--- config.mk ---
export PLATFORM = sky130hd
export DESIGN_NAME = dma_chan_regfile
export DESIGN_NICKNAME = d
export VERILOG_FILES = /design/src/rtl/dma_chan_regfile.sv
export SDC_FILE = /design/constraint.sdc
export NUM_CORES = 1
export LEC_CHECK = 0
export BUFFER_PORTS_ARGS = -buffer_cell sky130_fd_sc_hd__buf_2
export CAP_MARGIN = 10
export CORE_MARGIN = 4
export CORE_UTILIZATION = 45
export CTS_CLUSTER_SIZE = 28
export DETAILED_ROUTE_END_ITERATION = 12
export HOLD_SLACK_MARGIN = 0.1
export PLACE_DENSITY_LB_ADDON = 0.2
export SETUP_SLACK_MARGIN = 0.3
export SYNTH_ARGS = -nofsm -noshare
export SYNTH_HDL_FRONTEND = slang
export SYNTH_SLANG_ARGS = --single-unit
--- constraint.sdc ---
create_clock -name clk -period 4.1 [get_ports clk]
set_clock_uncertainty 0.15 [all_clocks]
set_input_delay 0.205 -clock clk [delete_from_list [all_inputs] [get_ports clk]]
set_output_delay 0.205 -clock clk [all_outputs]
set_load 0.03 [all_outputs]
--- src/rtl/dma_chan_regfile.sv ---
module dma_chan_regfile #(
  parameter bit WORD_MODE = 1'b0
) (
  input  logic        clk,
  input  logic        rst,
  input  logic        acc_wr,
  input  logic        acc_rd,
  input  logic        acc_wide,
  input  logic [3:0]  acc_off,
  input  logic [15:0] acc_wdata,
  output logic [7:0]  acc_rdata,
  input  logic        ptr_clear,
  input  logic        master_clear,
  input  logic [3:0]  xfer_load,
  input  logic [15:0] xfer_count,
  output logic        byte_hi
);
  localparam int S   = WORD_MODE ? 1 : 0;
  localparam int DW  = 16;
  localparam int IW  = DW + S;
  localparam int NCH = 4;
  localparam int CW  = $clog2(NCH);

  logic [CW-1:0] sel_ch;
  logic          sel_cnt;

  generate
    if (WORD_MODE) begin : g_word
      assign sel_cnt = acc_off[1];
      assign sel_ch  = acc_off[3:2];
    end else begin : g_byte
      assign sel_cnt = acc_off[0];
      assign sel_ch  = acc_off[2:1];
    end
  endgenerate

  logic [DW-1:0] base_a [NCH];
  logic [DW-1:0] base_c [NCH];
  logic [IW-1:0] cur_a  [NCH];
  logic [IW-1:0] done_q [NCH];
  logic          ptr_q;

  wire clr     = ptr_clear | master_clear;
  wire wr_byte = acc_wr & ~acc_wide;
  wire wr_word = acc_wr & acc_wide;
  wire rd_byte = acc_rd & ~acc_wr;
  wire step    = wr_byte | rd_byte;
  wire reload  = wr_word | (wr_byte & ptr_q);

  logic [DW-1:0] new_base;
  always_comb begin
    new_base = sel_cnt ? base_c[sel_ch] : base_a[sel_ch];
    if (wr_word)    new_base = acc_wdata;
    else if (ptr_q) new_base[15:8] = acc_wdata[7:0];
    else            new_base[7:0]  = acc_wdata[7:0];
  end

  logic [IW-1:0] reload_addr;
  assign reload_addr = IW'(sel_cnt ? base_a[sel_ch] : new_base) << S;

  always_ff @(posedge clk) begin
    if (rst)                ptr_q <= 1'b0;
    else if (clr)           ptr_q <= 1'b0;
    else if (step)          ptr_q <= ~ptr_q;
  end

  always_ff @(posedge clk) begin
    if (rst) begin
      for (int i = 0; i < NCH; i++) begin
        base_a[i] <= '0;
        base_c[i] <= '0;
        cur_a[i]  <= '0;
        done_q[i] <= '0;
      end
    end else begin
      for (int i = 0; i < NCH; i++) begin
        if (acc_wr && sel_ch == CW'(i)) begin
          if (sel_cnt) base_c[i] <= new_base;
          else         base_a[i] <= new_base;
        end
        if (reload && sel_ch == CW'(i)) begin
          cur_a[i]  <= reload_addr;
          done_q[i] <= '0;
        end else if (xfer_load[i]) begin
          done_q[i] <= IW'(xfer_count);
        end
      end
    end
  end

  logic [IW-1:0] rb_full;
  logic [DW-1:0] rb_val;
  assign rb_full   = sel_cnt ? ((IW'(base_c[sel_ch]) << S) - done_q[sel_ch])
                             : (cur_a[sel_ch] + done_q[sel_ch]);
  assign rb_val    = DW'(rb_full >> S);
  assign acc_rdata = ptr_q ? rb_val[15:8] : rb_val[7:0];
  assign byte_hi   = ptr_q;

  a_r2_toggle: assert property (@(posedge clk) disable iff (rst)
    step && !clr |=> byte_hi != $past(byte_hi));
  a_r11_clear: assert property (@(posedge clk) disable iff (rst)
    clr |=> !byte_hi);
  a_r5_wide_hold: assert property (@(posedge clk) disable iff (rst)
    wr_word && !clr |=> $stable(byte_hi));

  generate
    for (genvar g = 0; g < NCH; g++) begin : g_chk
      a_r4_reload: assert property (@(posedge clk) disable iff (rst)
        reload && sel_ch == CW'(g) |=> done_q[g] == '0 && cur_a[g] == (IW'(base_a[g]) << S));
      a_r3_low_keep: assert property (@(posedge clk) disable iff (rst)
        wr_byte && !byte_hi && sel_ch == CW'(g)
        |=> $stable(base_a[g][15:8]) && $stable(base_c[g][15:8]) && $stable(cur_a[g]));
      a_r12_load: assert property (@(posedge clk) disable iff (rst)
        xfer_load[g] && !(reload && sel_ch == CW'(g)) |=> done_q[g] == IW'($past(xfer_count)));
    end
  endgenerate
endmodule

==> metrics.log <==
[metrics] capture instance of the worst register-to-register path: cur_a[3][8]
[metrics] path type of the worst setup path: reg2out
[metrics] cells after synthesis: 1,010
[metrics] highest ir drop seen on vdd: 0.000299 V
[metrics] worst path bufs/invs: 3
[metrics] Final Power: 6900 µW
[metrics] Min-Delay Endpoint: byte_hi
[metrics] part of the cycle the worst path needs: 93.5%
[metrics] number of levels in the clock H-tree: 1
[metrics] antenna violations before repair: 1
[metrics] r2r startpoint: base_c[0][8]
[metrics] post-synthesis sequential element count: 257
[metrics] number of cells in the finished layout apart from fillers: 1,509
[metrics] Max clock buf depth: 3
[metrics] register-to-register path setup slack: 1660 ps
[metrics] peak per-stage delay on the critical path: 500 ps
[metrics] setup TNS: 0 ps
[metrics] clock period minus final worst setup slack: 3830 ps
[metrics] total number of vias: 8,692
[metrics] global-route wire length before repair: 52,800 µm
[metrics] layout cell share with drive strength beyond 1: 21.1%
[metrics] overall die width: 179 µm
[metrics] category of the worst setup path launch point: flop
[metrics] final HPWL from detailed placement: 23,700 µm
[metrics] routed length per placed instance: 23.2 µm
[metrics] post-synthesis sequential area ratio: 58.4%
[metrics] clock root buffer: sky130_fd_sc_hd__clkbuf_16
[metrics] Maximum Capacitance Violations: 0
[metrics] final std cell area, no fill: 0.0155 mm²
[metrics] Routability Congestion: 0.866
[metrics] number of hold violations in the final report: 0
[metrics] Starting Density: 45.8%
[metrics] drt first-iter violations: 824
[metrics] Skew-Pair Late Insertion Delay: 540 ps
[metrics] Inst Count DP: 1,413
[metrics] Synthesized Nets: 1,089
[metrics] number of buffers created by CTS: 28
[metrics] clock slew at the register clock pins of the worst setup and hold paths: 60 ps
[metrics] Total Die Area: 0.0322 mm²
[metrics] utilization after layout: 53.5%
[metrics] Routed met1 length: 15,700 µm
[metrics] kind of capture point of the worst setup path: primary output
[metrics] Max FO, Critical Path: 4
[metrics] number of cells traversed by the worst hold path: 3
[metrics] pin count of the biggest net entering global routing: 48
[metrics] RSZ-0062 raised after global routing: yes
[metrics] y dimension of the die: 179 µm
[metrics] number of nets in the finished design: 1,184
[metrics] worst hold path startpoint: master_clear
[metrics] Crit-path slowest cell: sky130_fd_sc_hd__mux4_2
[metrics] gr ovfl total: 0
[metrics] reported leakage power: 0.00608 µW
[metrics] power per cell area: 446 mW/mm²
[metrics] post-synthesis instance area: 0.0132 mm²
[metrics] first drt pass iteration count: 5
[metrics] ordered cell list for the critical path: mux4_2 -> inv_4 -> ha_4 -> inv_2 -> fa_2 -> a21o_1 -> a221oi_4 -> a21oi_2 -> a31oi_1 -> xnor2_1 -> a311o_1 -> buf_6
[metrics] standard cell area after detailed placement: 0.0139 mm²
[metrics] worst path required time: 3740 ps
[metrics] # DRC: 0
[metrics] std cell rows: 62
[metrics] count of boundary I/O pins: 56
[metrics] Core Footprint: 0.0289 mm²
[metrics] final antenna diode count: 0
[metrics] antenna-violating nets left: 0
[metrics] vias in the first global route: 8,666
[metrics] number of unique standard cell types used by synthesis: 67
[metrics] number of buffer cells added on primary ports: 54
[metrics] number of pins exceeding their max-slew limit in the final report: 0
[metrics] uppermost layer routed: met5
[metrics] ys flop type: sky130_fd_sc_hd__edfxtp_1
[metrics] number of synthesis warnings: 0
[metrics] maximum clock frequency: 0.261 GHz
[metrics] number of enable-type register cells in the synthesized netlist: 256
[metrics] TritonCTS clock tree: built
[metrics] arrival time worst endpoint: 3480 ps
[metrics] total setup violations reported at the end of the flow: 0
[metrics] Avg Synthesized Cell Area: 13.1 µm²
[metrics] met3 WL post-DR: 2130 µm
[metrics] Total Routing Usage GR: 22.0%
[metrics] met2 wire length: 16,500 µm
[metrics] Min-Delay Path Class: in2reg
[metrics] outcome: complete, no violations
[metrics] area added between synthesis and finish: 17.0%
[metrics] routed vias/inst: 5.76
[metrics] Total Routed Length: 35,000 µm
[metrics] relative max-transition margin: 31.7%
[metrics] Clock Sinks: 257
[metrics] Worst Reg-to-Reg Cells: 6
[metrics] Async SR Flop Fraction: 0%
[metrics] transition at the pin with the smallest max-transition slack: 1020 ps
[metrics] family with the most delay on the worst path: compound AO/OA/AOI/OAI gates
worst max path at each step:
stage | start | to | slack [ps] | cells past startpoint
floorplan | acc_off[1] | acc_rdata[6] | 270 | 14
global placement | acc_off[1] | acc_rdata[6] | 330 | 12
detailed placement | acc_off[1] | acc_rdata[6] | 320 | 12
CTS | base_c[0][0] | acc_rdata[2] | 240 | 12
global route | base_c[0][0] | acc_rdata[4] | 120 | 12
finish | base_c[0][0] | acc_rdata[2] | 270 | 12
cells in the mapped netlist (3+ instances only):
library cell | number | share of area (%)
sky130_fd_sc_hd__o21bai_1 | 3 | 0.17
sky130_fd_sc_hd__nand4_1 | 4 | 0.19
sky130_fd_sc_hd__xnor2_1 | 13 | 0.86
sky130_fd_sc_hd__inv_1 | 28 | 0.80
sky130_fd_sc_hd__clkbuf_1 | 34 | 0.97
sky130_fd_sc_hd__a21o_4 | 6 | 0.68
sky130_fd_sc_hd__o21ai_1 | 8 | 0.30
sky130_fd_sc_hd__nor2_1 | 222 | 6.3
sky130_fd_sc_hd__mux4_2 | 63 | 11
sky130_fd_sc_hd__and2_1 | 4 | 0.19
sky130_fd_sc_hd__o211ai_1 | 7 | 0.40
sky130_fd_sc_hd__mux2i_4 | 8 | 1.4
sky130_fd_sc_hd__buf_2 | 14 | 0.53
sky130_fd_sc_hd__o21ai_2 | 8 | 0.53
sky130_fd_sc_hd__ha_1 | 30 | 2.8
sky130_fd_sc_hd__a211oi_1 | 7 | 0.40
sky130_fd_sc_hd__mux2i_1 | 22 | 1.7
sky130_fd_sc_hd__and3_1 | 68 | 3.2
sky130_fd_sc_hd__nand3_1 | 11 | 0.42
sky130_fd_sc_hd__xor2_1 | 8 | 0.53
sky130_fd_sc_hd__a221oi_1 | 3 | 0.20
sky130_fd_sc_hd__o21ai_0 | 13 | 0.49
sky130_fd_sc_hd__nand2_1 | 60 | 1.7
sky130_fd_sc_hd__or3_1 | 3 | 0.14
sky130_fd_sc_hd__a21o_1 | 16 | 0.91
sky130_fd_sc_hd__edfxtp_1 | 256 | 58
sky130_fd_sc_hd__nand2b_1 | 7 | 0.33
sky130_fd_sc_hd__a31oi_1 | 5 | 0.24
sky130_fd_sc_hd__a21oi_1 | 28 | 1.1
state kept, by name (all words and copies together), names as in the netlist:
signal / count
base_a: 64
base_c: 64
byte_hi: 1
cur_a: 64
done_q: 64
cell type report:
cell class	instances	area, µm²
clock buffer	33	741
clock inverter	17	205
fill	2456	13400
inverter	29	111
multi-input combinational	669	5270
sequential	257	7710
tap	384	480
timing repair buffer	120	940
per-layer routing:
metal	vias up	global-route usage, %
met5	-	0
met1	4364	33.4
li1	3993	-
met2	291	34.4
met3	42	2.95
met4	2	4.76
timing repair:
action	4_1_cts	5_1_grt
setup buffers	2	2
pin swaps	10	8
resized for setup	19	20
endpoints found under the setup margin	5	8
hold buffers	42	0
endpoints found under the hold margin	210	0
power by group:
group,internal [µW],switching [µW],leakage (µW)
Combinational,485,751,0.00288
Clock,1590,1000,0.000463
Sequential,3030,32.9,0.00274
per-stage QoR:
stage / setup WS (ps) / hold slack, ps
floorplan: 271 / 132
global placement: 331 / 276
detailed placement: 323 / 284
CTS: 235 / 267
global route: 119 / 274
finish: 267 / 281
cell usage in the layout (no fill, tap or decap), types with 5 or more instances in the layout:
cell type / netlist / layout
sky130_fd_sc_hd__a211oi_1: 7 / 5
sky130_fd_sc_hd__a21o_1: 16 / 16
sky130_fd_sc_hd__a21o_4: 6 / 6
sky130_fd_sc_hd__a21oi_1: 28 / 21
sky130_fd_sc_hd__a21oi_2: 0 / 7
sky130_fd_sc_hd__and3_1: 68 / 68
sky130_fd_sc_hd__buf_2: 14 / 46
sky130_fd_sc_hd__buf_4: 1 / 28
sky130_fd_sc_hd__bufinv_16: 0 / 5
sky130_fd_sc_hd__clkbuf_16: 0 / 29
sky130_fd_sc_hd__clkinv_1: 1 / 8
sky130_fd_sc_hd__dlygate4sd3_1: 0 / 42
sky130_fd_sc_hd__edfxtp_1: 256 / 256
sky130_fd_sc_hd__ha_1: 30 / 28
sky130_fd_sc_hd__inv_1: 28 / 25
sky130_fd_sc_hd__mux2i_1: 22 / 22
sky130_fd_sc_hd__mux2i_4: 8 / 8
sky130_fd_sc_hd__mux4_2: 63 / 63
sky130_fd_sc_hd__nand2_1: 60 / 60
sky130_fd_sc_hd__nand2b_1: 7 / 7
sky130_fd_sc_hd__nand3_1: 11 / 11
sky130_fd_sc_hd__nor2_1: 222 / 222
sky130_fd_sc_hd__o211ai_1: 7 / 7
sky130_fd_sc_hd__o21ai_0: 13 / 9
sky130_fd_sc_hd__o21ai_1: 8 / 10
sky130_fd_sc_hd__o21ai_2: 8 / 10
sky130_fd_sc_hd__xnor2_1: 13 / 13
sky130_fd_sc_hd__xor2_1: 8 / 7
cell families after synthesis:
| logic type | count (synthesis) | synth area share (%) |
|---|---|---|
| DFF | 257 | 58.4 |
| and+or+nand+nor | 394 | 13.3 |
| AOI/OAI and AO/OA | 127 | 6.92 |
| buffers and inverters | 84 | 2.82 |
| xor gates and xnor gates | 21 | 1.39 |
| adders and majority gates | 32 | 3.15 |
| muxes | 95 | 14.1 |
worst reg2reg max path, delay by kind of cell (launching register included):
family          cells  cell delay, ps
flops               1             370
compound gates      2             370
simple gates        1              60
mux                 3            1200
(Power assumes the default switching activity.)
